**config.mk**
```make
export PLATFORM = sky130hd
export DESIGN_NAME = cbd_bus_decoder
export DESIGN_NICKNAME = d
export VERILOG_FILES = /design/src/rtl/cbd_pkg.sv /design/src/rtl/cbd_region_decode.sv /design/src/rtl/cbd_beat_seq.sv /design/src/rtl/cbd_word_asm.sv /design/src/rtl/cbd_bus_decoder.sv
export SDC_FILE = /design/constraint.sdc
export NUM_CORES = 1
export LEC_CHECK = 0
export ABC_AREA = 1
export BUFFER_PORTS_ARGS = -buffer_cell sky130_fd_sc_hd__buf_2
export CORE_ASPECT_RATIO = 1.4
export CORE_MARGIN = 2
export CORE_UTILIZATION = 35
export DETAILED_ROUTE_END_ITERATION = 8
export PLACE_DENSITY = 0.59
export SYNTH_ARGS = -nofsm -noshare
export SYNTH_HDL_FRONTEND = slang
export SYNTH_HIERARCHICAL = 1
export SYNTH_SLANG_ARGS = --single-unit
export TNS_END_PERCENT = 1
```
**constraint.sdc**
```tcl
create_clock -name clk -period 5.2 [get_ports clk]
set_input_delay 0.26 -clock clk [delete_from_list [all_inputs] [get_ports clk]]
set_output_delay 0.26 -clock clk [all_outputs]
set_load 0.005 [all_outputs]
```
**src/rtl/cbd_pkg.sv**
```systemverilog
// Package: shared types and constants for the coprocessor bus region decoder.
// Assumes a 32-bit byte address whose top three bits select the region.
package cbd_pkg;

    localparam int ADDR_W   = 32;
    localparam int BYTE_W   = 8;
    localparam int WORD_W   = 32;
    localparam int REGION_W = 3;

    // Region selected by address bits [31:29]; the numbering is fixed by the bus map.
    typedef enum logic [REGION_W-1:0] {
        RGN_PROM   = 3'd0,
        RGN_OPC_A  = 3'd1,
        RGN_IO     = 3'd2,
        RGN_FIXED  = 3'd3,
        RGN_OPC_B  = 3'd4,
        RGN_DROM   = 3'd5,
        RGN_OPC_C  = 3'd6,
        RGN_PRAM   = 3'd7
    } region_e;

    // Beat sequencer states.
    typedef enum logic [1:0] {
        SEQ_IDLE  = 2'd0,
        SEQ_ISSUE = 2'd1,
        SEQ_WAIT  = 2'd2
    } seq_state_e;

    // Hard-wired word returned by the constant region.
    localparam logic [WORD_W-1:0] FIXED_WORD = 32'h4040_4001;

    // Picks byte 'sel' of a word, byte 0 being the least significant.
    function automatic logic [BYTE_W-1:0] pick_lane(input logic [WORD_W-1:0] w,
                                                     input logic [1:0] sel);
        return w[{sel, 3'b000} +: BYTE_W];
    endfunction

endpackage

```
**src/rtl/cbd_region_decode.sv**
```systemverilog
// Module: cbd_region_decode
// Combinational decode of one beat address into a region code and the masked
// address for each memory port. Assumes the address is stable for the whole beat.
module cbd_region_decode
    import cbd_pkg::*;
#(
    parameter int PROM_AW = 17,
    parameter int DROM_AW = 15,
    parameter int PRAM_AW = 14,
    parameter int IO_AW   = 6
) (
    input  logic [ADDR_W-1:0]  beat_addr,
    output region_e            region,
    output logic [PROM_AW-1:0] prom_addr,
    output logic [DROM_AW-1:0] drom_addr,
    output logic [PRAM_AW-1:0] pram_addr,
    output logic [ADDR_W-1:0]  io_addr,
    output logic [1:0]         lane_sel
);

    localparam int RGN_LSB = ADDR_W - REGION_W;
    localparam int IO_GAP  = RGN_LSB - IO_AW;

    // Region code and byte lane come straight from fixed address fields.
    always_comb begin
        region   = region_e'(beat_addr[ADDR_W-1:RGN_LSB]);
        lane_sel = beat_addr[1:0];
    end

    // Each memory sees only the low bits that index its own storage.
    always_comb begin
        prom_addr = beat_addr[PROM_AW-1:0];
        drom_addr = beat_addr[DROM_AW-1:0];
        pram_addr = beat_addr[PRAM_AW-1:0];
    end

    // I/O window keeps the region bits and the low register-select bits only.
    always_comb begin
        io_addr = {beat_addr[ADDR_W-1:RGN_LSB], {IO_GAP{1'b0}}, beat_addr[IO_AW-1:0]};
    end

    // Middle address bits select nothing in any region.
    logic unused_mid_bits;
    assign unused_mid_bits = ^beat_addr[RGN_LSB-1:PROM_AW];

endmodule

```
**src/rtl/cbd_beat_seq.sv**
```systemverilog
// Module: cbd_beat_seq
// Steps a request through one or four byte beats. Each beat has one issue
// cycle followed by RD_LAT cycles of waiting, and the last waiting cycle is
// the capture cycle. Assumes RD_LAT >= 1 and that start is only raised while idle.
module cbd_beat_seq
    import cbd_pkg::*;
#(
    parameter int RD_LAT = 1
) (
    input  logic       clk,
    input  logic       rst_n,
    input  logic       start,
    input  logic       is_word,
    output logic       busy,
    output logic       issue,
    output logic       capture,
    output logic       last_beat,
    output logic [1:0] beat_idx
);

    localparam int CNT_W = (RD_LAT > 1) ? $clog2(RD_LAT) : 1;
    localparam logic [CNT_W-1:0] CNT_LOAD = CNT_W'(RD_LAT - 1);

    seq_state_e       state;
    logic [CNT_W-1:0] wait_cnt;
    logic             word_q;

    // Decoded phase strobes for the current beat.
    always_comb begin
        busy      = (state != SEQ_IDLE);
        issue     = (state == SEQ_ISSUE);
        capture   = (state == SEQ_WAIT) && (wait_cnt == '0);
        last_beat = !word_q || (beat_idx == 2'd3);
    end

    // State, beat index and latency counter advance.
    always_ff @(posedge clk) begin
        if (!rst_n) begin
            state    <= SEQ_IDLE;
            wait_cnt <= '0;
            beat_idx <= 2'd0;
            word_q   <= 1'b0;
        end else begin
            case (state)
                SEQ_IDLE: begin
                    if (start) begin
                        state    <= SEQ_ISSUE;
                        beat_idx <= 2'd0;
                        word_q   <= is_word;
                    end
                end
                SEQ_ISSUE: begin
                    state    <= SEQ_WAIT;
                    wait_cnt <= CNT_LOAD;
                end
                SEQ_WAIT: begin
                    if (wait_cnt != '0) begin
                        wait_cnt <= wait_cnt - 1'b1;
                    end else if (last_beat) begin
                        state <= SEQ_IDLE;
                    end else begin
                        beat_idx <= beat_idx + 2'd1;
                        state    <= SEQ_ISSUE;
                    end
                end
                default: state <= SEQ_IDLE;
            endcase
        end
    end

    // a capture that is not the last one is followed directly by the next issue.
    a_r8_next_beat_issues: assert property (@(posedge clk) disable iff (!rst_n)
        (capture && !last_beat) |=> (issue && beat_idx == $past(beat_idx) + 2'd1));

    // a new request is never started while a request is in flight.
    a_r11_no_start_when_busy: assert property (@(posedge clk) disable iff (!rst_n)
        (busy && !(capture && last_beat)) |=> busy);

endmodule

```
**src/rtl/cbd_word_asm.sv**
```systemverilog
// Module: cbd_word_asm
// Packs captured bytes into a little-endian word, emits the one-cycle
// response and holds the last fetched instruction word. Assumes capture pulses
// arrive at most once per beat with beat_idx stable.
module cbd_word_asm
    import cbd_pkg::*;
(
    input  logic              clk,
    input  logic              rst_n,
    input  logic              capture,
    input  logic              last_beat,
    input  logic [1:0]        beat_idx,
    input  logic [BYTE_W-1:0] byte_in,
    input  logic              is_fetch,
    output logic              rsp_valid,
    output logic [WORD_W-1:0] rsp_rdata,
    output logic [WORD_W-1:0] opcode
);

    logic [WORD_W-1:0] acc;
    logic [WORD_W-1:0] acc_next;

    // Insert the captured byte into its lane of the partial word.
    always_comb begin
        acc_next = acc;
        acc_next[{beat_idx, 3'b000} +: BYTE_W] = byte_in;
    end

    // Accumulate lanes and publish the word on the final beat.
    always_ff @(posedge clk) begin
        if (!rst_n) begin
            acc       <= '0;
            rsp_valid <= 1'b0;
            rsp_rdata <= '0;
        end else begin
            rsp_valid <= 1'b0;
            if (capture) begin
                if (last_beat) begin
                    acc       <= '0;
                    rsp_valid <= 1'b1;
                    rsp_rdata <= acc_next;
                end else begin
                    acc <= acc_next;
                end
            end
        end
    end

    // Instruction word register, loaded only by completed fetches.
    always_ff @(posedge clk) begin
        if (!rst_n) begin
            opcode <= '0;
        end else if (capture && last_beat && is_fetch) begin
            opcode <= acc_next;
        end
    end

    // the response strobe never lasts more than one cycle.
    a_r11_rsp_single_pulse: assert property (@(posedge clk) disable iff (!rst_n)
        rsp_valid |=> !rsp_valid);

    // the instruction word changes only at the end of a fetch.
    a_r10_opcode_hold: assert property (@(posedge clk) disable iff (!rst_n)
        !(capture && last_beat && is_fetch) |=> $stable(opcode));

    // after a fetch completes, the stored word equals the response.
    a_r10_opcode_matches_rsp: assert property (@(posedge clk) disable iff (!rst_n)
        (capture && last_beat && is_fetch) |=> (opcode == rsp_rdata));

endmodule

```
**src/rtl/cbd_bus_decoder.sv**
```systemverilog
// Module: cbd_bus_decoder (top)
// Accepts one request at a time, splits it into byte beats, routes each beat
// to its region and assembles the read result. Assumes every external memory
// and the I/O port return read data exactly RD_LAT cycles after the strobe.
module cbd_bus_decoder
    import cbd_pkg::*;
#(
    parameter int PROM_AW = 17,
    parameter int DROM_AW = 15,
    parameter int PRAM_AW = 14,
    parameter int IO_AW   = 6,
    parameter int RD_LAT  = 1
) (
    input  logic               clk,
    input  logic               rst_n,
    input  logic               req_valid,
    output logic               req_ready,
    input  logic [31:0]        req_addr,
    input  logic               req_write,
    input  logic               req_word,
    input  logic               req_fetch,
    input  logic [31:0]        req_wdata,
    output logic               rsp_valid,
    output logic [31:0]        rsp_rdata,
    output logic               prom_en,
    output logic [PROM_AW-1:0] prom_addr,
    input  logic [7:0]         prom_rdata,
    output logic               drom_en,
    output logic [DROM_AW-1:0] drom_addr,
    input  logic [7:0]         drom_rdata,
    output logic               pram_en,
    output logic               pram_we,
    output logic [PRAM_AW-1:0] pram_addr,
    output logic [7:0]         pram_wdata,
    input  logic [7:0]         pram_rdata,
    output logic               io_rd,
    output logic               io_wr,
    output logic [31:0]        io_addr,
    output logic [7:0]         io_wdata,
    input  logic [7:0]         io_rdata,
    input  logic               io_hit
);

    logic              start;
    logic              busy;
    logic              issue;
    logic              capture;
    logic              last_beat;
    logic [1:0]        beat_idx;

    logic [ADDR_W-1:0] q_addr;
    logic              q_write;
    logic              q_word;
    logic              q_fetch;
    logic [WORD_W-1:0] q_wdata;

    logic [ADDR_W-1:0] beat_addr;
    region_e           region;
    logic [1:0]        lane_sel;
    logic [BYTE_W-1:0] wr_byte;
    logic [BYTE_W-1:0] cap_byte;
    logic [WORD_W-1:0] opcode;

    // Handshake: a request is taken whenever the sequencer is idle.
    always_comb begin
        req_ready = !busy;
        start     = req_valid && req_ready;
    end

    // Hold the accepted request for the duration of its beats.
    always_ff @(posedge clk) begin
        if (!rst_n) begin
            q_addr  <= '0;
            q_write <= 1'b0;
            q_word  <= 1'b0;
            q_fetch <= 1'b0;
            q_wdata <= '0;
        end else if (start) begin
            q_addr  <= req_addr;
            q_write <= req_write;
            q_word  <= req_word;
            q_fetch <= req_fetch && !req_write;
            q_wdata <= req_wdata;
        end
    end

    // Beat address: word requests walk offsets 0..3 from an aligned base.
    always_comb begin
        beat_addr = {q_addr[ADDR_W-1:2], (q_word ? beat_idx : q_addr[1:0])};
        wr_byte   = q_word ? q_wdata[{beat_idx, 3'b000} +: BYTE_W] : q_wdata[BYTE_W-1:0];
    end

    cbd_beat_seq #(
        .RD_LAT (RD_LAT)
    ) seq_i (
        .clk       (clk),
        .rst_n     (rst_n),
        .start     (start),
        .is_word   (req_word),
        .busy      (busy),
        .issue     (issue),
        .capture   (capture),
        .last_beat (last_beat),
        .beat_idx  (beat_idx)
    );

    cbd_region_decode #(
        .PROM_AW (PROM_AW),
        .DROM_AW (DROM_AW),
        .PRAM_AW (PRAM_AW),
        .IO_AW   (IO_AW)
    ) dec_i (
        .beat_addr (beat_addr),
        .region    (region),
        .prom_addr (prom_addr),
        .drom_addr (drom_addr),
        .pram_addr (pram_addr),
        .io_addr   (io_addr),
        .lane_sel  (lane_sel)
    );

    // Per-region strobes, issued for one cycle per beat; writes reach only RAM and I/O.
    always_comb begin
        prom_en    = issue && !q_write && (region == RGN_PROM);
        drom_en    = issue && !q_write && (region == RGN_DROM);
        pram_en    = issue && (region == RGN_PRAM);
        pram_we    = issue && q_write && (region == RGN_PRAM);
        io_rd      = issue && !q_write && (region == RGN_IO);
        io_wr      = issue && q_write && (region == RGN_IO);
        pram_wdata = wr_byte;
        io_wdata   = wr_byte;
    end

    // Select the byte returned by this beat's source; writes return zero.
    always_comb begin
        case (region)
            RGN_PROM:  cap_byte = prom_rdata;
            RGN_DROM:  cap_byte = drom_rdata;
            RGN_PRAM:  cap_byte = pram_rdata;
            RGN_IO:    cap_byte = io_hit ? io_rdata : '0;
            RGN_FIXED: cap_byte = pick_lane(FIXED_WORD, lane_sel);
            default:   cap_byte = pick_lane(opcode, lane_sel);
        endcase
        if (q_write) begin
            cap_byte = '0;
        end
    end

    cbd_word_asm asm_i (
        .clk       (clk),
        .rst_n     (rst_n),
        .capture   (capture),
        .last_beat (last_beat),
        .beat_idx  (beat_idx),
        .byte_in   (cap_byte),
        .is_fetch  (q_fetch),
        .rsp_valid (rsp_valid),
        .rsp_rdata (rsp_rdata),
        .opcode    (opcode)
    );

    // memory-side strobes are mutually exclusive.
    a_r12_one_strobe: assert property (@(posedge clk) disable iff (!rst_n)
        $onehot0({prom_en, drom_en, pram_en, io_rd, io_wr}));

    // no strobe while the block is idle.
    a_r12_quiet_when_idle: assert property (@(posedge clk) disable iff (!rst_n)
        req_ready |-> !(prom_en || drom_en || pram_en || io_rd || io_wr));

    // the I/O port only ever sees addresses inside the reduced window.
    a_r6_io_window_shape: assert property (@(posedge clk) disable iff (!rst_n)
        (io_rd || io_wr) |-> (io_addr[31:29] == 3'b010 && io_addr[28:IO_AW] == '0));

    // a RAM write strobe always comes with the RAM enable.
    a_r9_we_needs_en: assert property (@(posedge clk) disable iff (!rst_n)
        pram_we |-> pram_en);

    // an accepted request drops ready on the next cycle.
    a_r11_busy_after_accept: assert property (@(posedge clk) disable iff (!rst_n)
        (req_valid && req_ready) |=> !req_ready);

endmodule

```
==> reports/qor.yml <==
status:
  status: "complete, no violations"
critical_path:
  cpPeakStageDelay_ns: 0.58
  cp-startpoint: "seq_i/beat_idx[0]"
  crit_required_ns: 5.55
  crit_fanout: 21
  cpMaxStageDelayCell: "dfxtp_1"
  endpoint_kind: "flip-flop"
  crit_path_frequent_cell: "nand2_1"
  reg2reg_from: "seq_i/beat_idx[0]"
  critical_path_buf_inv_count: 4
  worstSetupStartpointType: "flip-flop"
  crit_family: "simple AND/OR/NAND/NOR gates"
  rr_worst_depth: 16
  reg2reg_to: "asm_i/acc[8]"
  crit_path_cell_trace: "buf_4 > clkinv_1 > a21oi_1 > buf_4 > inv_2 > nand3b_1 > nand3_1 > nand2_1 > nand2_1 > nor2_1 > nand2_1 > nor2_1 > nand2_1 > nand2_1 > nand2_1 > a21oi_1"
  ff2ff_setup_slack_ns: 1.92
  crit_arrival_ns: 3.62
  setup.worst_path.class: "flip-flop to flip-flop"
layout:
  drive_gt1_share_pct: 19.4
  fin_nets: 1440
  fin_area_um2: 9200
  antenna_cells: 0
  multi_input_area_um2: 3530
  stdcell_count: 1648
  ff_latch_area_um2: 3140
  num-fill-cells: 2555
  fin_util_pct: 39.9
  areaGrowthSynthToFinish_pct: 12.9
sta:
  fin_crit_ns: 3.28
  slew_headroom_pct: 31.6
  setup_viol: 0
  hold_viol_final: 0
  tightest_slew_ns: 1.03
  slew_viol_final: 0
  fin_setup_tns_ns: 0
  fin_ws_ns: 1.92
  hold_slack_ns: 0.0809
  skew_ns: 0.00846
  rsz0062_at_grt: "no"
  fin_crit_sh_pct: 63.0
  fmax_mhz: 305
floorplan:
  die_w_um: 133
  rows: 66
  die_h_um: 184
  coreArea_um2: 23000
  dieArea_um2: 24500
  floorplan.initialDensity_pct: 35.3
  io_pins: 237
clock_tree:
  cts_resized: 0
  cts_setup_buffers: 0
  cts_root_buf: "clkbuf_16"
  cts_made_buffers: 17
  cts_tree: "yes"
  hold_buffers: 0
  clk_latency_ns: 0.43
  htreeDepth: 4
  cts_buffer_depth: 2
  clk_pin_slew_ns: 0.06
  cts_sinks: 157
power_and_ir_drop:
  total_power_mw: 2.90
  p_per_area_nw_per_um2: 315
  p_leak_nw: 4.66
  peakVddDrop_uv: 200
routing:
  drc_errors: 0
  drt_first_iter_violations: 406
  drt-total-wl_mm: 21.7
  vias_per_cell: 4.50
  wl_per_cell_um: 13.2
  ant_nets: 0
  drtPass1Iterations: 5
  vias: 7424
grt:
  grt_max_degree: 98
  antenna_found_initial: 0
  grt_usage_pct: 17.7
  grt_overflow: 0
  grt_pass1_wl_mm: 34.2
  grt_pass1_vias: 6705
synthesis:
  ys_warn_count: 6
  syn_avg_cell_area_um2: 6.59
  synthCells: 1236
  netlist_area_um2: 8140
worst_hold_path:
  min_path_cells: 3
  whs_endpoint: "q_fetch"
  hp-start: "req_fetch"
  hold_path.class: "input port to flip-flop"
placed_design:
  dp.cells: 1618
  portBuffers: 201
  gp_routability_congestion: 0.898
  hpwl_mm: 15.5
  place_area_um2: 8680
  place_ws_ns: 1.99
job:
  maxCapViolCount: 0
==> area by class of cell <==
class | instances | share of cell area, %
multi-input cells | 797 | 38.4
flip-flops and latches | 157 | 34.2
repair buffers | 208 | 11.5
inverters | 150 | 6.12
clock buffers | 24 | 4.91
well taps | 306 | 4.16
clock inverters | 6 | 0.707
==> metal layers <==
metal | track usage [%] | wire length, um | vias up
li1 | - | - | 3923
met5 | 0 | 0 | -
met4 | 6.37 | 500 | 0
met1 | 19.3 | 8870 | 3300
met2 | 33.7 | 11500 | 170
met3 | 3.33 | 807 | 31
==> how the worst max path moves through the flow <==
| stage | cells after the start | endpoint |
|---|---|---|
| after detailed placement | 16 | asm_i/acc[8] |
| final | 16 | asm_i/acc[8] |
| after CTS | 16 | asm_i/acc[8] |
| after floorplan | 16 | asm_i/acc[14] |
| after global placement | 16 | asm_i/acc[24] |
| after global routing | 9 | asm_i/opcode[11] |
==> tightest hold or removal path: stages <==
cell     delay (ns)
buf_2          0.09
nand2_1        0.05
a21oi_1        0.05
==> report_power, final <==
part           switching (mW)  leakage (nW)  internal [mW]
registers              0.0412          1.28           1.26
clock network           0.489         0.249          0.654
logic                   0.291          3.13          0.163
total                   0.821          4.66           2.08
==> sequential cells by signal, indices dropped and copies added, names as in the netlist <==
signal / count
seq_i/state: 2
seq_i/beat_idx: 2
asm_i/opcode: 32
q_write: 1
q_wdata: 32
q_word: 1
asm_i/rsp_valid: 1
q_fetch: 1
q_addr: 20
asm_i/rsp_rdata: 32
asm_i/acc: 32
seq_i/word_q: 1
==> layout by cell type, fill, tap and decap left out <==
cell type / count
nand2_2: 2
clkinv_2: 2
conb_1: 23
o21ai_1: 48
nand2_4: 3
o211ai_1: 1
nor2_4: 5
nand3b_1: 1
buf_2: 201
buf_4: 7
o21a_1: 1
nor2_1: 203
inv_1: 136
a211oi_1: 1
dfxtp_1: 157
o21ai_0: 90
o21bai_1: 1
nand3_1: 56
inv_2: 12
inv_6: 1
clkinvlp_4: 1
nand3_2: 1
bufinv_16: 1
ha_1: 6
nor3_1: 5
clkbuf_16: 17
a21oi_1: 80
o221ai_1: 2
clkinv_1: 2
nor2_2: 6
nand2_1: 252
clkbuf_1: 7
nand4_1: 10
clkinv_4: 1
No activity file was read; power rests on OpenSTA's default activity.
